==> src/rtl/asram_pkg.sv <==
`timescale 1ns/1ps
package asram_pkg;

  typedef enum logic [1:0] {
    PH_IDLE,
    PH_SETUP,
    PH_ACTIVE,
    PH_RECOVER
  } phase_t;

  // Pin intent for the cycle that follows the current clock edge.
  typedef struct packed {
    logic load;     // latch the request fields
    logic selOn;    // chip selects (and enabled byte selects) active
    logic weOn;     // write strobe low
    logic oeOn;     // output enable low
    logic dqOn;     // own data driver on
    logic capture;  // sample read data at this edge
    logic ack;      // pulse acknowledge next cycle
  } ctlStrb_t;

  function automatic int unsigned ns2cyc(input int unsigned ns, input int unsigned clkNs);
    int unsigned c;
    c = (ns + clkNs - 1) / clkNs;
    if (c == 0) c = 1;
    return c;
  endfunction

  function automatic int unsigned umax(input int unsigned a, input int unsigned b);
    return (a > b) ? a : b;
  endfunction

endpackage

==> src/rtl/asram_ctl.sv <==
`timescale 1ns/1ps
module asram_ctl
  import asram_pkg::*;
#(
  parameter int unsigned CLK_NS    = 20,
  parameter int unsigned T_RC_NS   = 55,
  parameter int unsigned T_AA_NS   = 55,
  parameter int unsigned T_DOE_NS  = 25,
  parameter int unsigned T_HZOE_NS = 20,
  parameter int unsigned T_WC_NS   = 55,
  parameter int unsigned T_PWE_NS  = 40,
  parameter int unsigned T_AW_NS   = 45,
  parameter int unsigned T_SD_NS   = 25
) (
  input  logic     clk,
  input  logic     rstN,
  input  logic     reqValid,
  input  logic     reqWrite,
  output logic     reqReady,
  output ctlStrb_t strb
);

  // phase lengths in whole cycles
  localparam int unsigned RD_ACT = umax(umax(ns2cyc(T_AA_NS, CLK_NS), ns2cyc(T_RC_NS, CLK_NS)),
                                        ns2cyc(T_DOE_NS, CLK_NS));
  localparam int unsigned RD_REC = ns2cyc(T_HZOE_NS, CLK_NS);
  localparam int unsigned AW_CYC = ns2cyc(T_AW_NS, CLK_NS);
  // setup phase already contributes one cycle of address/select lead
  localparam int unsigned WR_ACT = umax(umax(ns2cyc(T_PWE_NS, CLK_NS), ns2cyc(T_SD_NS, CLK_NS)),
                                        (AW_CYC > 1) ? AW_CYC - 1 : 1);
  localparam int unsigned WC_CYC = ns2cyc(T_WC_NS, CLK_NS);
  localparam int unsigned WR_REC = (WC_CYC > WR_ACT + 2) ? WC_CYC - WR_ACT - 1 : 1;
  localparam int unsigned MAXC   = umax(umax(RD_ACT, RD_REC), umax(WR_ACT, WR_REC));
  localparam int unsigned CNT_W  = $clog2(MAXC + 1);

  phase_t           phase, phaseNxt;
  logic [CNT_W-1:0] cnt, cntNxt;
  logic             isWrite;
  logic             wrCur;

  assign wrCur    = (phase == PH_IDLE) ? reqWrite : isWrite;
  assign reqReady = (phase == PH_IDLE);

  always_comb begin
    phaseNxt     = phase;
    cntNxt       = cnt;
    strb         = '0;
    case (phase)
      PH_IDLE: begin
        if (reqValid) begin
          strb.load = 1'b1;
          if (reqWrite) begin
            phaseNxt = PH_SETUP;
          end else begin
            phaseNxt = PH_ACTIVE;
            cntNxt   = CNT_W'(RD_ACT - 1);
          end
        end
      end
      PH_SETUP: begin
        phaseNxt = PH_ACTIVE;
        cntNxt   = CNT_W'(WR_ACT - 1);
      end
      PH_ACTIVE: begin
        if (cnt == '0) begin
          phaseNxt     = PH_RECOVER;
          cntNxt       = isWrite ? CNT_W'(WR_REC - 1) : CNT_W'(RD_REC - 1);
          strb.ack     = 1'b1;
          strb.capture = !isWrite;
        end else begin
          cntNxt = cnt - 1'b1;
        end
      end
      PH_RECOVER: begin
        if (cnt == '0) phaseNxt = PH_IDLE;
        else           cntNxt   = cnt - 1'b1;
      end
      default: phaseNxt = PH_IDLE;
    endcase

    strb.selOn = (phaseNxt == PH_SETUP) || (phaseNxt == PH_ACTIVE) ||
                 (phaseNxt == PH_RECOVER && phase == PH_ACTIVE && wrCur);
    strb.weOn  = (phaseNxt == PH_ACTIVE) && wrCur;
    strb.oeOn  = (phaseNxt == PH_ACTIVE) && !wrCur;
    strb.dqOn  = wrCur && ((phaseNxt == PH_SETUP) || (phaseNxt == PH_ACTIVE) ||
                           (phaseNxt == PH_RECOVER && phase == PH_ACTIVE));
  end

  always_ff @(posedge clk or negedge rstN) begin
    if (!rstN) begin
      phase   <= PH_IDLE;
      cnt     <= '0;
      isWrite <= 1'b0;
    end else begin
      phase <= phaseNxt;
      cnt   <= cntNxt;
      if (strb.load) isWrite <= reqWrite;
    end
  end


  busy_after_accept_chk: assert property (@(posedge clk) disable iff (!rstN)
    reqValid && reqReady |=> !reqReady);

endmodule

==> src/rtl/asram_dp.sv <==
`timescale 1ns/1ps
module asram_dp
  import asram_pkg::*;
#(
  parameter int unsigned ADDR_W = 16,
  parameter int unsigned DATA_W = 16
) (
  input  logic              clk,
  input  logic              rstN,
  input  ctlStrb_t          strb,
  input  logic [ADDR_W-1:0] reqAddr,
  input  logic [DATA_W-1:0] reqWdata,
  input  logic [1:0]        reqMask,
  input  logic [DATA_W-1:0] memDqIn,
  output logic              ackValid,
  output logic [DATA_W-1:0] ackRdata,
  output logic [ADDR_W-1:0] memAddr,
  output logic              memCs1N,
  output logic              memCs2,
  output logic              memWeN,
  output logic              memOeN,
  output logic              memLbN,
  output logic              memUbN,
  output logic [DATA_W-1:0] memDqOut,
  output logic              memDqOe
);

  localparam int unsigned HALF_W = DATA_W / 2;

  logic [1:0]        maskQ;
  logic [1:0]        maskUse;
  logic [DATA_W-1:0] laneData;

  assign maskUse = strb.load ? reqMask : maskQ;

  // disabled byte lanes read back as zero
  for (genvar g = 0; g < 2; g++) begin : g_lane
    assign laneData[g*HALF_W +: HALF_W] = maskQ[g] ? memDqIn[g*HALF_W +: HALF_W] : '0;
  end

  always_ff @(posedge clk or negedge rstN) begin
    if (!rstN) begin
      maskQ    <= '0;
      memAddr  <= '0;
      memDqOut <= '0;
      memCs1N  <= 1'b1;
      memCs2   <= 1'b0;
      memWeN   <= 1'b1;
      memOeN   <= 1'b1;
      memLbN   <= 1'b1;
      memUbN   <= 1'b1;
      memDqOe  <= 1'b0;
      ackValid <= 1'b0;
      ackRdata <= '0;
    end else begin
      if (strb.load) begin
        memAddr  <= reqAddr;
        memDqOut <= reqWdata;
        maskQ    <= reqMask;
      end
      memCs1N  <= !strb.selOn;
      memCs2   <= strb.selOn;
      memLbN   <= !(strb.selOn && maskUse[0]);
      memUbN   <= !(strb.selOn && maskUse[1]);
      memWeN   <= !strb.weOn;
      memOeN   <= !strb.oeOn;
      memDqOe  <= strb.dqOn;
      ackValid <= strb.ack;
      if (strb.capture) ackRdata <= laneData;
    end
  end


  no_fight_chk: assert property (@(posedge clk) disable iff (!rstN)
    !memOeN |-> !memDqOe);


  we_driven_chk: assert property (@(posedge clk) disable iff (!rstN)
    !memWeN |-> (memDqOe && memOeN));


  turn_on_chk: assert property (@(posedge clk) disable iff (!rstN)
    $rose(memDqOe) |-> $past(memOeN));


  hold_in_write_chk: assert property (@(posedge clk) disable iff (!rstN)
    (!memWeN && $past(!memWeN)) |-> ($stable(memAddr) && $stable(memLbN) && $stable(memUbN)));


  byte_needs_cs_chk: assert property (@(posedge clk) disable iff (!rstN)
    (!memLbN || !memUbN) |-> (!memCs1N && memCs2));


  ack_single_chk: assert property (@(posedge clk) disable iff (!rstN)
    ackValid |=> !ackValid);

endmodule

==> src/rtl/asram_ctrl.sv <==
`timescale 1ns/1ps
module asram_ctrl
  import asram_pkg::*;
#(
  parameter int unsigned ADDR_W    = 16,
  parameter int unsigned DATA_W    = 16,
  parameter int unsigned CLK_NS    = 20,
  parameter int unsigned T_RC_NS   = 55,
  parameter int unsigned T_AA_NS   = 55,
  parameter int unsigned T_DOE_NS  = 25,
  parameter int unsigned T_HZOE_NS = 20,
  parameter int unsigned T_WC_NS   = 55,
  parameter int unsigned T_PWE_NS  = 40,
  parameter int unsigned T_AW_NS   = 45,
  parameter int unsigned T_SD_NS   = 25
) (
  input  logic              clk,
  input  logic              rstN,
  input  logic              reqValid,
  output logic              reqReady,
  input  logic              reqWrite,
  input  logic [ADDR_W-1:0] reqAddr,
  input  logic [DATA_W-1:0] reqWdata,
  input  logic [1:0]        reqMask,
  output logic              ackValid,
  output logic [DATA_W-1:0] ackRdata,
  output logic [ADDR_W-1:0] memAddr,
  output logic              memCs1N,
  output logic              memCs2,
  output logic              memWeN,
  output logic              memOeN,
  output logic              memLbN,
  output logic              memUbN,
  output logic [DATA_W-1:0] memDqOut,
  output logic              memDqOe,
  input  logic [DATA_W-1:0] memDqIn
);

  ctlStrb_t strb;

  asram_ctl #(
    .CLK_NS   (CLK_NS),
    .T_RC_NS  (T_RC_NS),
    .T_AA_NS  (T_AA_NS),
    .T_DOE_NS (T_DOE_NS),
    .T_HZOE_NS(T_HZOE_NS),
    .T_WC_NS  (T_WC_NS),
    .T_PWE_NS (T_PWE_NS),
    .T_AW_NS  (T_AW_NS),
    .T_SD_NS  (T_SD_NS)
  ) u_ctl (
    .clk     (clk),
    .rstN    (rstN),
    .reqValid(reqValid),
    .reqWrite(reqWrite),
    .reqReady(reqReady),
    .strb    (strb)
  );

  asram_dp #(
    .ADDR_W(ADDR_W),
    .DATA_W(DATA_W)
  ) u_dp (
    .clk     (clk),
    .rstN    (rstN),
    .strb    (strb),
    .reqAddr (reqAddr),
    .reqWdata(reqWdata),
    .reqMask (reqMask),
    .memDqIn (memDqIn),
    .ackValid(ackValid),
    .ackRdata(ackRdata),
    .memAddr (memAddr),
    .memCs1N (memCs1N),
    .memCs2  (memCs2),
    .memWeN  (memWeN),
    .memOeN  (memOeN),
    .memLbN  (memLbN),
    .memUbN  (memUbN),
    .memDqOut(memDqOut),
    .memDqOe (memDqOe)
  );

endmodule

==> config.mk <==
export PLATFORM = sky130hd
export DESIGN_NAME = asram_ctrl
export DESIGN_NICKNAME = d
export VERILOG_FILES = /design/src/rtl/asram_pkg.sv /design/src/rtl/asram_ctl.sv /design/src/rtl/asram_dp.sv /design/src/rtl/asram_ctrl.sv
export SDC_FILE = /design/constraint.sdc
export NUM_CORES = 1
export LEC_CHECK = 0
export ABC_CLOCK_PERIOD_IN_PS = 2500
export BUFFER_PORTS_ARGS = -buffer_cell sky130_fd_sc_hd__buf_2
export CORE_UTILIZATION = 49
export CTS_BUF_LIST = sky130_fd_sc_hd__clkbuf_2 sky130_fd_sc_hd__clkbuf_4 sky130_fd_sc_hd__clkbuf_8
export DETAILED_ROUTE_END_ITERATION = 6
export PLACE_DENSITY_LB_ADDON = 0.25
export SLEW_MARGIN = 15
export SYNTH_ARGS = -nofsm -noshare
export SYNTH_HDL_FRONTEND = slang
export SYNTH_SLANG_ARGS = --single-unit
==> constraint.sdc <==
create_clock -name clk -period 2.5 [get_ports clk]
set_input_delay 0.125 -clock clk [delete_from_list [all_inputs] [get_ports clk]]
set_output_delay 0.125 -clock clk [all_outputs]
set_load 0.05 [all_outputs]
== Yosys cells after proc, flatten, opt, wreduce, memory -nomap -nowiden ==
Index checks and enable logic that the tools add are counted.
Word-level totals
  register bits after elaboration: 63
  word-level logic and storage cells: 63
Cells by class
  add/sub/neg operators: 1
  eq/ne operators: 9
  multiplexer cells: 18
  reduce and logical (&&, ||, !) cells: 20
Operator list (count)
  $mux W2: 11
  $mux W8: 2
  $pmux W2 S4: 2
  $eq A2 B2 Y1 const B: 4
  $logic_and A1 B1 Y1: 7
  $logic_not A1 Y1: 7
  $ne A2 B2 Y1 const B: 3
  $eq A2 B1 Y1 const B: 2
  $logic_not A2 Y1: 2
  $logic_or A1 B1 Y1: 3
  $mux W1: 3
  $reduce_and A3 Y1: 1
  $sub A2 B1 Y2 const B: 1

== Logic depth before layout (Yosys ltp) ==
  depth after elaboration: 9
  gate-level depth with buffers: 9
  mapped depth without buffers: 8

== Modules after synthesis ==
Synthesis repeated with hierarchy kept, for this count alone.
Unflattened totals
  cell total of the unflattened synthesis: 197
  area, all modules: 2715.1 um^2
Modules (own cells, without submodules)
  asram_dp: instances 1, cells an instance 154, area each 2284.7 um^2, seq. area each 1457.6 um^2
  asram_ctl: instances 1, cells an instance 43, area each 430.4 um^2, seq. area each 125.1 um^2

== Least setup slack after synthesis ==
No wires, ideal clock.
  kind: flip-flop to flip-flop
  start: register u_ctl.phase[1]
  end: register u_dp.memLbN
  library setup time: 0.061 ns
  data arrival time: 1.733 ns
  data required time: 2.439 ns
  path slack: 0.705 ns
  cell stages (with the launch flop): 9
  period minus slack after synthesis: 1.795 ns
  cells stage by stage: dfrtp_1 > buf_6 > nor3b_2 > buf_6 > buf_12 > a22o_2 > ha_1 > a31oi_1 > nand2b_1
On the way
  cells in the longest elaborated chain, start to end: 8
  elaborated cells on any way between the ends: 20
RTL lines
  start, declared: RTL line asram_ctl.sv:36  | phase_t phase, phaseNxt;
  start signal, assigned: RTL line asram_ctl.sv:95  | phase <= phaseNxt;
  $eq A2 B2 Y1, or another cell as far along: RTL line asram_ctl.sv:48  | case (phase)
  $pmux W2 S4 *: RTL line asram_ctl.sv:48
  named net u_ctl.phaseNxt[0]: RTL line asram_ctl.sv:36
  $eq A2 B2 Y1: RTL line asram_ctl.sv:82  | (phaseNxt == PH_RECOVER && phase == PH_ACTIVE && wrCur);
  $logic_and A1 B1 Y1 (2 in series): RTL line asram_ctl.sv:82
  $logic_or A1 B1 Y1 *: RTL line asram_ctl.sv:81  | strb.selOn = (phaseNxt == PH_SETUP) || (phaseNxt == PH_ACTIVE) ||
  $logic_and A1 B1 Y1 *: RTL line asram_dp.sv:63  | memLbN <= !(strb.selOn && maskUse[0]);
  $logic_not A1 Y1 *: RTL line asram_dp.sv:63
  end signal, assigned: RTL line asram_dp.sv:63
  end, declared: RTL line asram_dp.sv:22  | output logic memLbN,
The timed path passes the listed nets; every way through them passes the cells marked *.
A chain may end at the register's enable or synchronous reset.

== Final worst setup path ==
  start: register u_ctl.cnt[0]
  end: register u_dp.memUbN
On the way
  cells in the longest elaborated chain, start to end: 9
  elaborated cells on any way between the ends: 13
RTL lines
  start, declared: RTL line asram_ctl.sv:37  | logic [CNT_W-1:0] cnt, cntNxt;
  start signal, assigned: RTL line asram_ctl.sv:96  | cnt <= cntNxt;
  $logic_not A2 Y1 *: RTL line asram_ctl.sv:65, asram_ctl.sv:75
  $mux W2, on equally long branches: RTL line asram_ctl.sv:75, asram_ctl.sv:65
  $pmux W2 S4 *: RTL line asram_ctl.sv:48
  named net u_ctl.phaseNxt[0]: RTL line asram_ctl.sv:36
  $eq A2 B2 Y1: RTL line asram_ctl.sv:82
  $logic_and A1 B1 Y1 (2 in series): RTL line asram_ctl.sv:82
  $logic_or A1 B1 Y1 *: RTL line asram_ctl.sv:81
  $logic_and A1 B1 Y1 *: RTL line asram_dp.sv:64  | memUbN <= !(strb.selOn && maskUse[1]);
  $logic_not A1 Y1 *: RTL line asram_dp.sv:64
  end signal, assigned: RTL line asram_dp.sv:64
  end, declared: RTL line asram_dp.sv:23  | output logic memUbN,
Marks and branches as above.

==> metrics.cfg <==
[status]
status=completed

[timing]
drv_slew=0
finClkSkew_ns=0.0112
fin_ws_ns=0.578
fin_crit_sh_pct=76.9
rsz0062_at_grt=no
period_needed_ns=1.92
worst_pin_slew_ns=0.735
finalHoldViolations=0
final.setup.tns_ns=0
slew_headroom_pct=51.0
finalSetupViolCount=0
fmax_mhz=520

[yosys]
synth.top_cells.by_area=dfrtp_1 (54%), mux2_4 (16%), dfstp_2 (4.9%)
ys_ff_latch=63
synth_top_family_by_area=multiplexers
yosys_warnings=0
synthMuxAreaShare_pct=19.5
synth_nets=254
synthAdderAreaFrac_pct=2.34
synth_xor_area_share_pct=0.327
yosysTopAreaCell=dfrtp_1
synth-simple-area-share_pct=8.17
syn_avg_cell_area_um2=13.7
synthCells=195
synth_area_um2=2680
ys_seq_area_share_pct=59.1
ys_types=30
yosys.area.top_type_share_pct=54.2
synth_compound_area_share_pct=5.46

[setup_path]
worstPathMaxFanout=6
end_kind=flip-flop
critPathArrivalTime_ns=2.18
required_ns=2.76
crit_type=flip-flop to flip-flop
worstSetupStartpointType=flip-flop

[clock_network]
cts_root_buf=clkbuf_8
clockBufferDepth=2
clk_pin_slew_ns=0.07
cts_tree=built
clk_latency_ns=0.32
cts-htree-levels=3
cts_buffers=9
cts.sinks=63

[route]
drt_iter0_drc=88
via_per_inst=4.77
finalWirelength_um=5270
num_vias=1836
detail-route-antenna-nets=0
drt_pass1_iterations=4
wl_per_cell_um=13.7
drc=0

[global_route]
antenna_found_initial=0
grtUsageTotal_pct=20.4
grt_pass1_wl_um=9110
grt_pass1_vias=1855
grt_overflow=0
grt_max_degree=64

[finish]
diodes=0
final_common_cell=buf_2
utilization_pct=66.5
drive_gt1_share_pct=54.9
area_growth_syn_to_layout_pct=28.5
fillers=408
fin_nets=369
final_area_um2=3440
final_cell_mix=buf_2 (110), dfrtp_1 (58), nand2_1 (34), mux2_4 (29), o21ai_0 (18)

[die]
dieHeight_um=75.9
initial_utilization_pct=51.8
coreArea_um2=5170
ios=111
rows=26
die_x_um=75.9
die_area_um2=5770

[placed_design]
place_hpwl_um=3760
dp_slack_ns=0.613
gp_congestion=0.778
port_buffers=110
place_area_um2=3240

[job]
maxCapViolations=0

[worst_hold_path]
min_path_type=primary input to flip-flop

[area by class of cell]
class	count	area [um2]	share of cell area (%)
multi-input cells	115	966	28.1
well taps	70	87.6	2.54
clock inverters	1	5.00	0.145
inverters	6	22.5	0.654
flip-flops and latches	63	1580	46.0
repair buffers	115	591	17.2
clock buffers	15	188	5.45
[worst max-delay path, cell delays in order (launching register included)]
cell	delay, ns
dfrtp_1	0.37
inv_1	0.08
ha_1	0.27
xor2_1	0.16
a22o_2	0.25
ha_1	0.31
a31oi_1	0.27
nand2b_1	0.16
[cell families after synthesis]
| group | count (synthesis) |
|---|---|
| flip-flops | 63 |
| AO/OA/AOI/OAI | 25 |
| adder cells (fa/ha/maj) | 5 |
| buffers and inverters | 17 |
| AND/OR/NAND/NOR | 47 |
| multiplexers | 37 |
| XOR/XNOR | 1 |
[cells in the mapped netlist]
cell type,instances
dfrtp_1,58
nand2_1,34
mux2_4,29
o21ai_0,18
mux2_2,6
dfstp_2,5
ha_1,5
inv_1,5
clkbuf_1,4
buf_12,3
buf_6,3
nand2b_1,3
nor2b_1,3
mux2i_1,2
nand3_1,2
a22o_1,1
a22o_2,1
a22oi_1,1
a2bb2oi_1,1
a31oi_1,1
and2_1,1
buf_2,1
inv_2,1
nand4bb_1,1
nor3b_2,1
o211ai_1,1
o21a_1,1
or2_1,1
or2b_1,1
xor2_1,1
[what timing repair did]
action                                 in CTS  in global routing
setup endpoints to repair                   0                  0
hold buffers                                1                  0
setup buffers                               0                  0
resized for setup                           0                  0
endpoints found under the hold margin      58                  0
[final timing paths]
path / depth (start not counted) / startpoint / slack, ns / end
max: 7 / u_ctl.cnt[0] / 0.58 / u_dp.memUbN
min: 2 / reqWdata[4] / 0.03 / u_dp.memDqOut[4]
max in group asynchronous: 3 / rstN / 1.53 / u_dp.ackRdata[1]
max reg2reg: 7 / u_ctl.cnt[0] / 0.58 / u_dp.memUbN
min in group asynchronous: 3 / rstN / 0.49 / u_dp.memAddr[8]
min reg2reg: 2 / u_dp.ackRdata[9] / 0.47 / u_dp.ackRdata[9]
[routing by layer]
layer,vias to the layer above,global-route usage [%],share of wire [%]
met5,-,0,0
met1,883,26.4,43
met4,0,10.4,0.87
met3,4,4.34,6.1
li1,882,-,-
met2,67,32.7,50
[registers in the layout, summed over array words and instances, names as in the netlist]
signal	count
u_ctl.phase	2
u_dp.memCs2	1
u_ctl.isWrite	1
u_dp.memDqOe	1
u_dp.ackRdata	16
u_ctl.cnt	2
u_dp.memAddr	16
u_dp.maskQ	2
u_dp.memOeN	1
u_dp.memWeN	1
u_dp.memDqOut	16
u_dp.memUbN	1
u_dp.ackValid	1
u_dp.memCs1N	1
u_dp.memLbN	1
[per-stage QoR]
step	cells	hold WS, ns
2_1_floorplan	195	-0.171
3_3_place_gp	368	0.331
3_5_place_dp	368	0.328
4_1_cts	385	0.0119
5_1_grt	385	0.00997
6_report	385	0.0254
Power is not shown: default switching activity piles up to over one toggle a cycle in this logic, so the estimate is an artifact.
